## src/rtl/pwm_dbuf_pkg.sv

```systemverilog
package pwm_dbuf_pkg;

  // Per-channel control field; bit order is decoded by the channel logic.
  typedef struct packed {
    logic autoreload;  // bit 3
    logic invert;      // bit 2
    logic manual;      // bit 1
    logic start;       // bit 0
  } ctl_t;

  localparam int CTL_ADDR = 8'h08;

  function automatic int slot_lsb(input int ch);
    return (ch == 0) ? 0 : 4 * (ch + 1);
  endfunction

  function automatic int cnt_addr(input int ch);
    return 12 + 12 * ch;
  endfunction

  function automatic int cmp_addr(input int ch);
    return 16 + 12 * ch;
  endfunction

endpackage

```

## src/rtl/pwm_dbuf_regs.sv

```systemverilog
module pwm_dbuf_regs
  import pwm_dbuf_pkg::*;
#(
  parameter int CHAN   = 1,
  parameter int CNT_W  = 16,
  parameter int ADDR_W = 8,
  parameter int DATA_W = 32
) (
  input  logic              clk,
  input  logic              rst_n,
  input  logic              wr_en,
  input  logic [ADDR_W-1:0] wr_addr,
  input  logic [DATA_W-1:0] wr_data,
  output logic [CNT_W-1:0]  cnt_buf,
  output logic [CNT_W-1:0]  cmp_buf,
  output ctl_t              ctl
);

  localparam int SLOT = slot_lsb(CHAN);
  localparam logic [ADDR_W-1:0] A_CTL = ADDR_W'(CTL_ADDR);
  localparam logic [ADDR_W-1:0] A_CNT = ADDR_W'(cnt_addr(CHAN));
  localparam logic [ADDR_W-1:0] A_CMP = ADDR_W'(cmp_addr(CHAN));

  logic hit_ctl, hit_cnt, hit_cmp;
  assign hit_ctl = wr_en && (wr_addr == A_CTL);
  assign hit_cnt = wr_en && (wr_addr == A_CNT);
  assign hit_cmp = wr_en && (wr_addr == A_CMP);

  always_ff @(posedge clk or negedge rst_n) begin
    if (!rst_n) begin
      cnt_buf <= '0;
      cmp_buf <= '0;
      ctl     <= '0;
    end else begin
      if (hit_cnt) cnt_buf <= wr_data[CNT_W-1:0];
      if (hit_cmp) cmp_buf <= wr_data[CNT_W-1:0];
      if (hit_ctl) ctl     <= ctl_t'(wr_data[SLOT +: 4]);
    end
  end

endmodule

```

## src/rtl/pwm_dbuf_counter.sv

```systemverilog
module pwm_dbuf_counter
  import pwm_dbuf_pkg::*;
#(
  parameter int CNT_W = 16
) (
  input  logic             clk,
  input  logic             rst_n,
  input  logic             tick_en,
  input  ctl_t             ctl,
  input  logic [CNT_W-1:0] cnt_buf,
  input  logic [CNT_W-1:0] cmp_buf,
  output logic [CNT_W-1:0] cnt_q,
  output logic [CNT_W-1:0] cmp_q,
  output logic [CNT_W-1:0] cnt_dec,
  output logic             run,
  output logic             load_evt,
  output logic             dec_evt,
  output logic             stop_evt
);

  logic loaded, halted, at_zero, step;

  assign run      = ctl.start && loaded && !halted && !ctl.manual;
  assign at_zero  = (cnt_q == '0);
  assign step     = run && tick_en;
  assign cnt_dec  = cnt_q - 1'b1;
  assign dec_evt  = step && !at_zero;
  assign stop_evt = step && at_zero && !ctl.autoreload;
  assign load_evt = ctl.manual || (step && at_zero && ctl.autoreload);

  always_ff @(posedge clk or negedge rst_n) begin
    if (!rst_n) begin
      cnt_q  <= '0;
      cmp_q  <= '0;
      loaded <= 1'b0;
      halted <= 1'b0;
    end else if (ctl.manual) begin
      cnt_q  <= cnt_buf;
      cmp_q  <= cmp_buf;
      loaded <= 1'b1;
      halted <= 1'b0;
    end else if (load_evt) begin
      cnt_q <= cnt_buf;
      cmp_q <= cmp_buf;
    end else if (stop_evt) begin
      halted <= 1'b1;
    end else if (dec_evt) begin
      cnt_q <= cnt_dec;
    end
  end

  p_manual_load_r2: assert property (@(posedge clk) disable iff (!rst_n)
    ctl.manual |=> (cnt_q == $past(cnt_buf)) && (cmp_q == $past(cmp_buf)));

  p_unloaded_idle_r3: assert property (@(posedge clk) disable iff (!rst_n)
    (!loaded && !ctl.manual) |=> (cnt_q == '0) && !run);

  p_step_down_r4: assert property (@(posedge clk) disable iff (!rst_n)
    (run && tick_en && cnt_q != '0) |=> cnt_q == $past(cnt_q) - 1'b1);

  p_reload_r4: assert property (@(posedge clk) disable iff (!rst_n)
    (run && tick_en && cnt_q == '0 && ctl.autoreload) |=> cnt_q == $past(cnt_buf));

  p_finish_stop_r7: assert property (@(posedge clk) disable iff (!rst_n)
    (run && tick_en && cnt_q == '0 && !ctl.autoreload) |=> !run && cnt_q == '0);

  p_hold_r10: assert property (@(posedge clk) disable iff (!rst_n)
    (run && !tick_en) |=> $stable(cnt_q));

endmodule

```

## src/rtl/pwm_dbuf_outstage.sv

```systemverilog
module pwm_dbuf_outstage #(
  parameter int CNT_W = 16
) (
  input  logic             clk,
  input  logic             rst_n,
  input  logic             run,
  input  logic             invert,
  input  logic             load_evt,
  input  logic             stop_evt,
  input  logic             dec_evt,
  input  logic [CNT_W-1:0] cnt_dec,
  input  logic [CNT_W-1:0] cmp_q,
  output logic             pwm_out
);

  logic lvl;

  always_ff @(posedge clk or negedge rst_n) begin
    if (!rst_n)                           lvl <= 1'b0;
    else if (load_evt || stop_evt)        lvl <= 1'b0;
    else if (dec_evt && cnt_dec == cmp_q) lvl <= 1'b1;
  end

  assign pwm_out = (run && lvl) ^ invert;

  p_low_after_load_r5: assert property (@(posedge clk) disable iff (!rst_n)
    load_evt |=> !lvl);

  p_stopped_level_r6: assert property (@(posedge clk) disable iff (!rst_n)
    stop_evt |=> !lvl);

endmodule

```

## src/rtl/pwm_dbuf_chan.sv

```systemverilog
module pwm_dbuf_chan
  import pwm_dbuf_pkg::*;
#(
  parameter int CHAN   = 1,
  parameter int CNT_W  = 16,
  parameter int ADDR_W = 8,
  parameter int DATA_W = 32
) (
  input  logic              clk,
  input  logic              rst_n,
  input  logic              tick_en,
  input  logic              wr_en,
  input  logic [ADDR_W-1:0] wr_addr,
  input  logic [DATA_W-1:0] wr_data,
  output logic              pwm_out,
  output logic              running,
  output logic [CNT_W-1:0]  count_o
);

  ctl_t             ctl;
  logic [CNT_W-1:0] cnt_buf, cmp_buf, cnt_q, cmp_q, cnt_dec;
  logic             run, load_evt, dec_evt, stop_evt;

  pwm_dbuf_regs #(.CHAN(CHAN), .CNT_W(CNT_W), .ADDR_W(ADDR_W), .DATA_W(DATA_W)) u_regs (
    .clk(clk), .rst_n(rst_n), .wr_en(wr_en), .wr_addr(wr_addr), .wr_data(wr_data),
    .cnt_buf(cnt_buf), .cmp_buf(cmp_buf), .ctl(ctl)
  );

  pwm_dbuf_counter #(.CNT_W(CNT_W)) u_cnt (
    .clk(clk), .rst_n(rst_n), .tick_en(tick_en), .ctl(ctl),
    .cnt_buf(cnt_buf), .cmp_buf(cmp_buf), .cnt_q(cnt_q), .cmp_q(cmp_q),
    .cnt_dec(cnt_dec), .run(run), .load_evt(load_evt), .dec_evt(dec_evt),
    .stop_evt(stop_evt)
  );

  pwm_dbuf_outstage #(.CNT_W(CNT_W)) u_out (
    .clk(clk), .rst_n(rst_n), .run(run), .invert(ctl.invert),
    .load_evt(load_evt), .stop_evt(stop_evt), .dec_evt(dec_evt),
    .cnt_dec(cnt_dec), .cmp_q(cmp_q), .pwm_out(pwm_out)
  );

  assign running = run;
  assign count_o = cnt_q;

endmodule

```

## config.mk

```make
export PLATFORM = sky130hd
export DESIGN_NAME = pwm_dbuf_chan
export DESIGN_NICKNAME = d
export VERILOG_FILES = /design/src/rtl/pwm_dbuf_pkg.sv /design/src/rtl/pwm_dbuf_regs.sv /design/src/rtl/pwm_dbuf_counter.sv /design/src/rtl/pwm_dbuf_outstage.sv /design/src/rtl/pwm_dbuf_chan.sv
export SDC_FILE = /design/constraint.sdc
export NUM_CORES = 1
export LEC_CHECK = 0
export CORE_AREA = 2 2 86 88
export DETAILED_ROUTE_END_ITERATION = 6
export DIE_AREA = 0 0 88 90
export GPL_TIMING_DRIVEN = 0
export PLACE_DENSITY = 0.78
export SYNTH_ARGS = -nofsm -noshare
export SYNTH_HDL_FRONTEND = slang
export SYNTH_HIERARCHICAL = 1
export SYNTH_SLANG_ARGS = --single-unit
```

## constraint.sdc

```tcl
create_clock -name clk -period 2.9 [get_ports clk]
set_clock_uncertainty 0.2 [all_clocks]
set_input_delay 0.435 -clock clk [delete_from_list [all_inputs] [get_ports clk]]
set_output_delay 0.435 -clock clk [all_outputs]
set_load 0.01 [all_outputs]
```

; Word-level counts from Yosys, hierarchy flattened
; Index checks and enable logic that the tools add are counted.
[word_totals]
regBits = 71
latch_bits = 0
mem_bits_rw = 0
romBits = 0
in_bits = 44
output_inout_bits = 18
word_cells = 56
memories = 0
[op_classes]
add_sub_neg = 1
mul = 0
div = 0
order_cmp = 0
eq_ne = 6
shift = 0
n_mux = 11
n_bitwise = 1
reduce_logical = 26
[op_table]
columns = op, count
row1 = $mux W16, 6
row2 = $eq A16 B16 Y1, 1
row3 = $eq A8 B5 Y1 const B, 2
row4 = $logic_not A16 Y1, 1
row5 = $sub A16 B1 Y16 const B, 1
row6 = $logic_and A1 B1 Y1, 13
row7 = $eq A8 B4 Y1 const B, 1
row8 = $reduce_bool A2 Y1, 3
row9 = $mux W1, 5
row10 = $logic_not A1 Y1, 4
row11 = $reduce_and A2 Y1, 2
row12 = $ne A3 B2 Y1 const B, 1
row13 = $reduce_bool A3 Y1, 1
row14 = $logic_or A1 B1 Y1, 2
row15 = $ne A2 B2 Y1 const B, 1
row16 = $xor A1 B1 Y1, 1

; Logic depth before layout (Yosys ltp)
; Gate-level depths: netlist of run 1.
[depth]
word_depth = 9
mapped_depth = 10
depth_no_buf = 10

; Modules after synthesis
; The synthesis of run 1 kept the hierarchy.
[modules_own_cells]
columns = mod, instances, cells_each, area_per_inst_um2, seq_area_each_um2
row1 = pwm_dbuf_counter, 1, 174, 1916.8, 850.8
row2 = pwm_dbuf_regs, 1, 80, 1460.2, 900.9
row3 = pwm_dbuf_outstage, 1, 28, 225.2, 25.0

; Worst setup path before layout of run 1
; No wires, ideal clock.
[synth_timing]
kind = register -> register
start = register u_cnt.cnt_q[0]
end = register u_out.lvl
setup_time_ns = 0.076
arrival_time_ns = 2.267
required_ns = 2.624
path_slack_ns = 0.357
path_stages_with_launch = 11
n_path_buf = 0
synth_period_minus_slack_ns = 2.543
path_cell_list = dfrtp_1 > inv_1 > ha_1 > nor2b_1 > nand2_1 > or3_1 > xnor2_1 > xor2_1 > nor4_1 > nand3_1 > o21ai_1
[synth_between]
word_cells_on_any_way = 13
cone_classes = 1 x add/sub / 1 x eq/ne / 1 x mux / 10 x reduce/logical
[synth_lines]
columns = item, line
row1 = from (decl), pwm_dbuf_counter.sv:12  ; output logic [CNT_W-1:0] cnt_q,
row2 = from (signal assigned), pwm_dbuf_counter.sv:38  ; cnt_q <= cnt_buf;
row3 = from (signal assigned), pwm_dbuf_counter.sv:43  ; cnt_q <= cnt_buf;
row4 = from (signal assigned), pwm_dbuf_counter.sv:48  ; cnt_q <= cnt_dec;
row5 = $sub A16 B1 Y16, pwm_dbuf_counter.sv:26  ; assign cnt_dec = cnt_q - 1'b1;
row6 = via cnt_dec[0], pwm_dbuf_chan.sv:21  ; logic [CNT_W-1:0] cnt_buf, cmp_buf, cnt_q, cmp_q, cnt_dec;
row7 = $eq A16 B16 Y1, pwm_dbuf_outstage.sv:21  ; else if (dec_evt && cnt_dec == cmp_q) lvl <= 1'b1;
row8 = $logic_and A1 B1 Y1, pwm_dbuf_outstage.sv:21
row9 = $reduce_bool A2 Y1 (no source line), -
row10 = to (signal assigned), pwm_dbuf_outstage.sv:19  ; if (!rst_n) lvl <= 1'b0;
row11 = to (signal assigned), pwm_dbuf_outstage.sv:20  ; else if (load_evt || stop_evt) lvl <= 1'b0;
row12 = to (signal assigned), pwm_dbuf_outstage.sv:21
row13 = to (decl), pwm_dbuf_outstage.sv:16  ; logic lvl;
; The timed path passes the listed nets, and every way through them passes these cells.
; A chain may end at the register's enable or synchronous reset.

; Worst setup path after layout of run 1
[layout_timing]
start = register, netlist name u_regs/ctl[1]
end = output port pwm_out
[layout_between]
elab_chain_len = 4
[layout_lines]
columns = item, line
row1 = $logic_not A1 Y1, pwm_dbuf_counter.sv:23  ; assign run = ctl.start && loaded && !halted && !ctl.manual;
row2 = $logic_and A1 B1 Y1, pwm_dbuf_counter.sv:23
row3 = $logic_and A1 B1 Y1, pwm_dbuf_outstage.sv:24  ; assign pwm_out = (run && lvl) ^ invert;
row4 = $xor A1 B1 Y1, pwm_dbuf_outstage.sv:24
row5 = to (decl), pwm_dbuf_chan.sv:15  ; output logic pwm_out,
; Every way passes these cells.

==> results of run 1 <==
## power by group through the flow
stage	clock (mW)	sequential [mW]	combinational (mW)
global route	0.927	1.35	2.22
detailed placement	0	1.34	1.93
global placement	0	1.33	1.91
CTS	0.893	1.32	1.96
finish	0.871	1.33	2.04
floorplan	0	1.33	1.39
## layout make-up
| type | instances | area share |
|---|---|---|
| clock buffers | 11 | 0.03186 |
| plain buffers | 10 | 0.02002 |
| flip-flops and latches | 71 | 0.4003 |
| multi-input cells | 195 | 0.3939 |
| inverters | 6 | 0.005075 |
| clock inverters | 5 | 0.01833 |
| repair buffers | 46 | 0.1026 |
| well taps | 99 | 0.02791 |
## registers in the layout (all words and copies together) (netlist names)
name	count
u_cnt/halted	1
u_cnt/cmp_q	16
u_out/lvl	1
u_regs/ctl	4
u_regs/cnt_buf	16
u_cnt/cnt_q	16
u_regs/cmp_buf	16
u_cnt/loaded	1
## per-layer routing
metal | up-vias | part of all wire
met1 | 1203 | 0.42
met5 | - | 0
met3 | 11 | 0.057
li1 | 1126 | -
met2 | 83 | 0.50
met4 | 0 | 0.019
## cells by family (layout without fill, tap and decap cells)
family                     Yosys count  in the layout
DFF                                 71             71
and+or+nand+nor                     65             65
muxes                               54             54
xor gates and xnor gates            38             38
AOI/OAI and AO/OA                   37             37
buffers and inverters               16             78
adders and majority gates            1              1
## synthesized netlist by cell type, types with 4 or more instances
library cell / n
mux2_1: 16
xnor2_1: 16
nand2_1: 16
dfrtp_1: 71
nor3_1: 5
mux2_4: 10
o21ai_0: 11
inv_1: 5
nor2_1: 7
or3_1: 6
mux2_2: 26
a21oi_1: 6
buf_6: 5
xor2_1: 22
a211oi_1: 4
nor4_1: 6
## repair_timing
item,in CTS,in global routing
setup endpoints to repair,1,2
pin swaps,0,2
setup buffers,0,1
gates resized for setup,1,6
hold endpoints to repair,0,0
## how the worst min path moves through the flow
| stage | from | endpoint | slack [ns] | cells after the start |
|---|---|---|---|---|
| floorplan | rst_n | u_cnt/cmp_q[0] | -0.06 | 0 |
| global placement | u_cnt/loaded | u_cnt/loaded | 0.25 | 1 |
| detailed placement | u_regs/cnt_buf[2] | u_cnt/cnt_q[2] | 0.27 | 2 |
| CTS | rst_n | u_regs/cmp_buf[0] | 0.02 | 1 |
| global route | rst_n | u_regs/cnt_buf[0] | 0.08 | 1 |
| finish | rst_n | u_regs/cnt_buf[0] | 0.007 | 1 |
## layout by cell type, fill, tap and decap left out, drive strengths merged, types with 2 or more instances in the layout
master / n
a22o: 2
xnor2: 16
inv: 6
nand3: 4
clkbuf: 11
nand4: 4
nor3: 8
nor2b: 2
o211ai: 2
nand2: 16
xor2: 22
nor4: 7
or3: 6
a221o: 2
o21ai: 13
mux2i: 2
nor2: 7
buf: 12
nor4b: 2
mux2: 52
dfrtp: 71
a21oi: 6
a21o: 2
a211oi: 4
clkinv: 2
clkdlybuf4s50: 44
bufinv: 2
## through the flow
step                power [mW]  cells  hold slack (ns)
floorplan                2.712    282         -0.06059
global placement         3.244    426           0.2535
detailed placement       3.268    426           0.2685
CTS                      4.172    442          0.02341
global route             4.496    443          0.07741
finish                   4.246    443         0.006650
==> results.cfg, run 1 <==
[routing]
vias_per_cell = 5.470
vias = 2423
drt_wl_total_mm = 7.783
drc = 0
drt_iter0_drc = 124
routedWlPerCell_um = 17.57
dr.pass1.iters = 4
antenna_left = 0

[clock_network]
hold_buffers = 0
clk_pin_slew_worst_paths_ns = 0.08
cts.sinks = 71
cts_buffers = 9
cts.path.max_buffers = 2
cts_tree = built
clock_latency_ns = 0.34
cts_max_level = 3
cts-root-buf = clkbuf_8

[yosys]
syn_avg_cell_area_um2 = 12.77
synth_top_family_by_area = multiplexers
synthAdderAreaFrac = 0.003473
postSynthNetCount = 327
synth_top_area_share = 0.4932
synth_xor_xnor_area_share = 0.09239
netlist_instances = 282
synthMuxAreaShare = 0.1785
synth_edf_count = 0
synth-compound-area-share = 0.07294
synth_top_area_cell = dfrtp_1
async_flop_share = 1.000
yosysWarnings = 6
syn_area_um2 = 3602
synth_area_leaders = dfrtp_1, mux2_2, xor2_1
ys.flop_type = dfrtp_1
synthSimpleGateAreaFrac = 0.1285
ys_seq_area_frac = 0.4932
ys_types = 52
synth_seq_cells = 71

[worst_setup_path]
start_kind = flip-flop
crit_buf_inv = 2
required_ns = 2.27
worstPathCellList = buf_2, nor4bb_4, nand2_1, xnor2_1, clkdlybuf4s50_1
crit_arrival_ns = 2.12
timing.rr.end = u_out/lvl
r2r_cells = 8
cp-endpoint = pwm_out
slowest_delay_ns = 0.55
slowest_stage = clkdlybuf4s50_1
r2r_slack_ns = 0.18
cp.depth = 5
critical_path_class = flip-flop to output pin
cp-end-kind = output pin
rr_startpoint = u_cnt/cnt_q[2]
cp_max_fo = 9
cp_top_family = buffers and inverters
crit_start = u_regs/ctl[1]

[global_routing]
overflow = 0
use_met3 = 0.03122
grt_pass1_vias = 2517
gr-usage-all-layers = 0.2114
grt_max_degree = 72
use_met2 = 0.3365
antenna_found_initial = 0
met1_usage = 0.2819
grt-busiest-layer = met2
grt_first_pass_wirelength_mm = 12.64

[pwr]
seq_power_share = 0.314
power.density_nw_per_um2 = 956.8
p_leak_nw = 2.089
pwr-share-comb = 0.481
ir_drop_uv = 435.2
p_switching_mw = 1.681
switching_share = 0.3959
p_clk_frac = 0.205
internal_power_mw = 2.565

[cells_and_area]
nets = 384
final_area_um2 = 4438
final_core_util = 0.6322
num_antenna_cells = 0
area_growth_pct = 23.20
fillCellCount = 553
drive_gt1_frac = 0.2442
multi_input_area_um2 = 1748
seq_area_um2 = 1777

[sta]
rsz0062_at_grt = no
hold_viol = 0
finalSetupTns_ns = 0
setup_slack_ns = 0.1412
maxSlewHeadroom = 0.4188
min_period_ns = 2.759
setup_violations = 0
timing.fmax_mhz = 362.5
drv_slew = 0
period_share = 0.9513
tightest_slew_ns = 0.8718

[placed_design]
io_buffers = 45
gp_congestion = 0.8956
place_worst_setup_slack_ns = -0.01201
hpwl_mm = 5.581
postPlaceCellArea_um2 = 4174

[die]
start_util = 0.5131
ioPinCount = 62
num_rows = 31
design.core.area_um2 = 7020
chipWidth_um = 88
die-area_um2 = 7920
die_y_um = 90

[outcome]
status = finished, final reports clean

[job]
maxCapViolCount = 0

[min_path]
hp-class = input port to asynchronous set/reset pin
Power figures use the tool's default switching activity.
==> run 2: changes to the inputs <==
ABC_CLOCK_PERIOD_IN_PS = 2900   (was default)
==> results of run 2 <==
The final DEF is identical to that of run 1; final timing and power are the same.
==> run 3: changes to the inputs <==
==> constraint.sdc (replaced) <==
create_clock -name clk -period 2.9 [get_ports clk]
set_clock_uncertainty 0.2 [all_clocks]
set_input_delay 0.29 -clock clk [delete_from_list [all_inputs] [get_ports clk]]
set_output_delay 0.29 -clock clk [all_outputs]
set_load 0.01 [all_outputs]
==> run 3 against run 2 <==
Against the previous run: cell area up 0.37%; wire length grew 0.35%; utilization grew 0.23 points; clock-buffer cell count unchanged; via count is 0.74% higher; non-clock buffer count rose by 3; clock power hardly changed; worst hold slack gained 0.28 ns; sequential power about the same; final cell count increased by 0.68%; first-iteration DRC count increased by 14%; largest cell class unchanged; highest routed layer unchanged.
==> results.cfg, run 3 (synthesis results as in run 1) <==
[outcome]
status = finished, final reports clean

[clock_network]
cts_tree = built
clock_latency_ns = 0.35
cts-root-buf = clkbuf_8
cts.sinks = 71
cts_max_level = 3
cts.path.max_buffers = 2
clk_pin_slew_worst_paths_ns = 0.08
cts_buffers = 9

[global_routing]
gr-usage-all-layers = 0.2116
grt_pass1_vias = 2520
overflow = 0
antenna_found_initial = 0
grt_max_degree = 72
grt_first_pass_wirelength_mm = 12.65

[routing]
routedWlPerCell_um = 17.51
vias_per_cell = 5.473
antenna_left = 0
drt_iter0_drc = 141
drt_wl_total_mm = 7.810
dr.pass1.iters = 4
vias = 2441
drc = 0

[worst_setup_path]
start_kind = flip-flop
cp-end-kind = flip-flop
critical_path_class = flip-flop to flip-flop
required_ns = 2.99
crit_arrival_ns = 2.83
cp_max_fo = 7
rr_startpoint = u_cnt/cnt_q[2]
crit_start = u_cnt/cnt_q[2]

[sta]
maxSlewHeadroom = 0.4176
min_period_ns = 2.746
hold-worst-slack_ns = 0.2844
rsz0062_at_grt = no
timing.fmax_mhz = 364.1
finalSetupTns_ns = 0
period_share = 0.9471
setup_violations = 0
tightest_slew_ns = 0.8735
drv_slew = 0
hold_viol = 0

[pwr]
power_mw = 4.302
power.density_nw_per_um2 = 965.7
p_leak_nw = 2.102
ir_drop_uv = 485.8

[cells_and_area]
final_area_um2 = 4454
instances_no_fill = 446
drive_gt1_frac = 0.2421
nets = 387
num_antenna_cells = 0
area_growth_pct = 23.65
final_common_cell = dfrtp_1
mostFrequentLayoutCells = dfrtp_1, clkdlybuf4s50_1, mux2_2

[placed_design]
gp_congestion = 0.8956
io_buffers = 45
postPlaceCellArea_um2 = 4174
hpwl_mm = 5.581
place_inst = 426

[die]
num_rows = 31
die_y_um = 90
ioPinCount = 62
chipWidth_um = 88
die-area_um2 = 7920
start_util = 0.5131
design.core.area_um2 = 7020

[min_path]
hold_start = u_cnt/loaded
hp-class = flip-flop to flip-flop

[job]
maxCapViolCount = 0
-- run 3: cell types whose count changed in the layout (fill, tap and decap cells not counted), sizes merged --
cell | before | now
buf | 12 | 14
dlygate4sd3 | 0 | 1
-- run 3: cell type report --
type,instances,area [µm²]
multi-input combinational,195,1739
fill,555,2566
clock inverter,5,81.33
timing repair buffer,49,480.5
clock buffer,11,141.4
inverter,6,22.52
tap,99,123.9
buffer,10,88.84
sequential,71,1777
-- run 3: routing by layer --
metal,vias up,part of all wire,global-route usage
met3,19,0.039,0.03122
met2,70,0.49,0.3365
met1,1223,0.44,0.2825
met4,0,0.025,0.09744
met5,-,0,0
li1,1129,-,-
-- run 3: timing repair --
item / 4_1_cts / 5_1_grt
gates resized for setup: 1 / 4
pin swaps: 0 / 1
endpoints found under the hold margin: 71 / 0
setup buffers: 0 / 3
setup endpoints to repair: 1 / 1
hold buffers: 1 / 0
-- run 3: through the flow --
| stage | setup slack (ns) | utilization |
|---|---|---|
| after detailed placement | -0.01201 | 0.5945 |
| final | 0.1535 | 0.6345 |
| after global placement | -0.9825 | 0.5949 |
| after global routing | 0.01483 | 0.6345 |
| after CTS | 0.06119 | 0.6281 |
| after floorplan | 0.3569 | - |
-- run 3: report_power, final --
group | internal (mW) | total (mW) | switching [mW]
clock network | 0.508 | 0.874 | 0.366
logic | 0.985 | 2.10 | 1.11
registers | 1.12 | 1.33 | 0.213
total | 2.61 | 4.30 | 1.69
-- run 3: final timing paths --
check	cells after the start	to	slack (ns)
min in group asynchronous	2	u_regs/cnt_buf[0]	0.40
worst min-delay path	1	u_cnt/loaded	0.28
worst max register to register	8	u_out/lvl	0.15
max in group asynchronous	2	u_regs/cnt_buf[14]	1.53
worst max-delay path	8	u_out/lvl	0.15
worst min register to register	1	u_cnt/loaded	0.28
-- run 3: critical path, cell delays in order, from the launching register on --
cell and delay [ns]:
dfrtp_1 0.49, nor3_1 0.37, nand3_1 0.21, or3_1 0.37, xnor2_1 0.25, xor2_1 0.14, nor4_1 0.37, nand4_1 0.13
o21ai_1 0.14
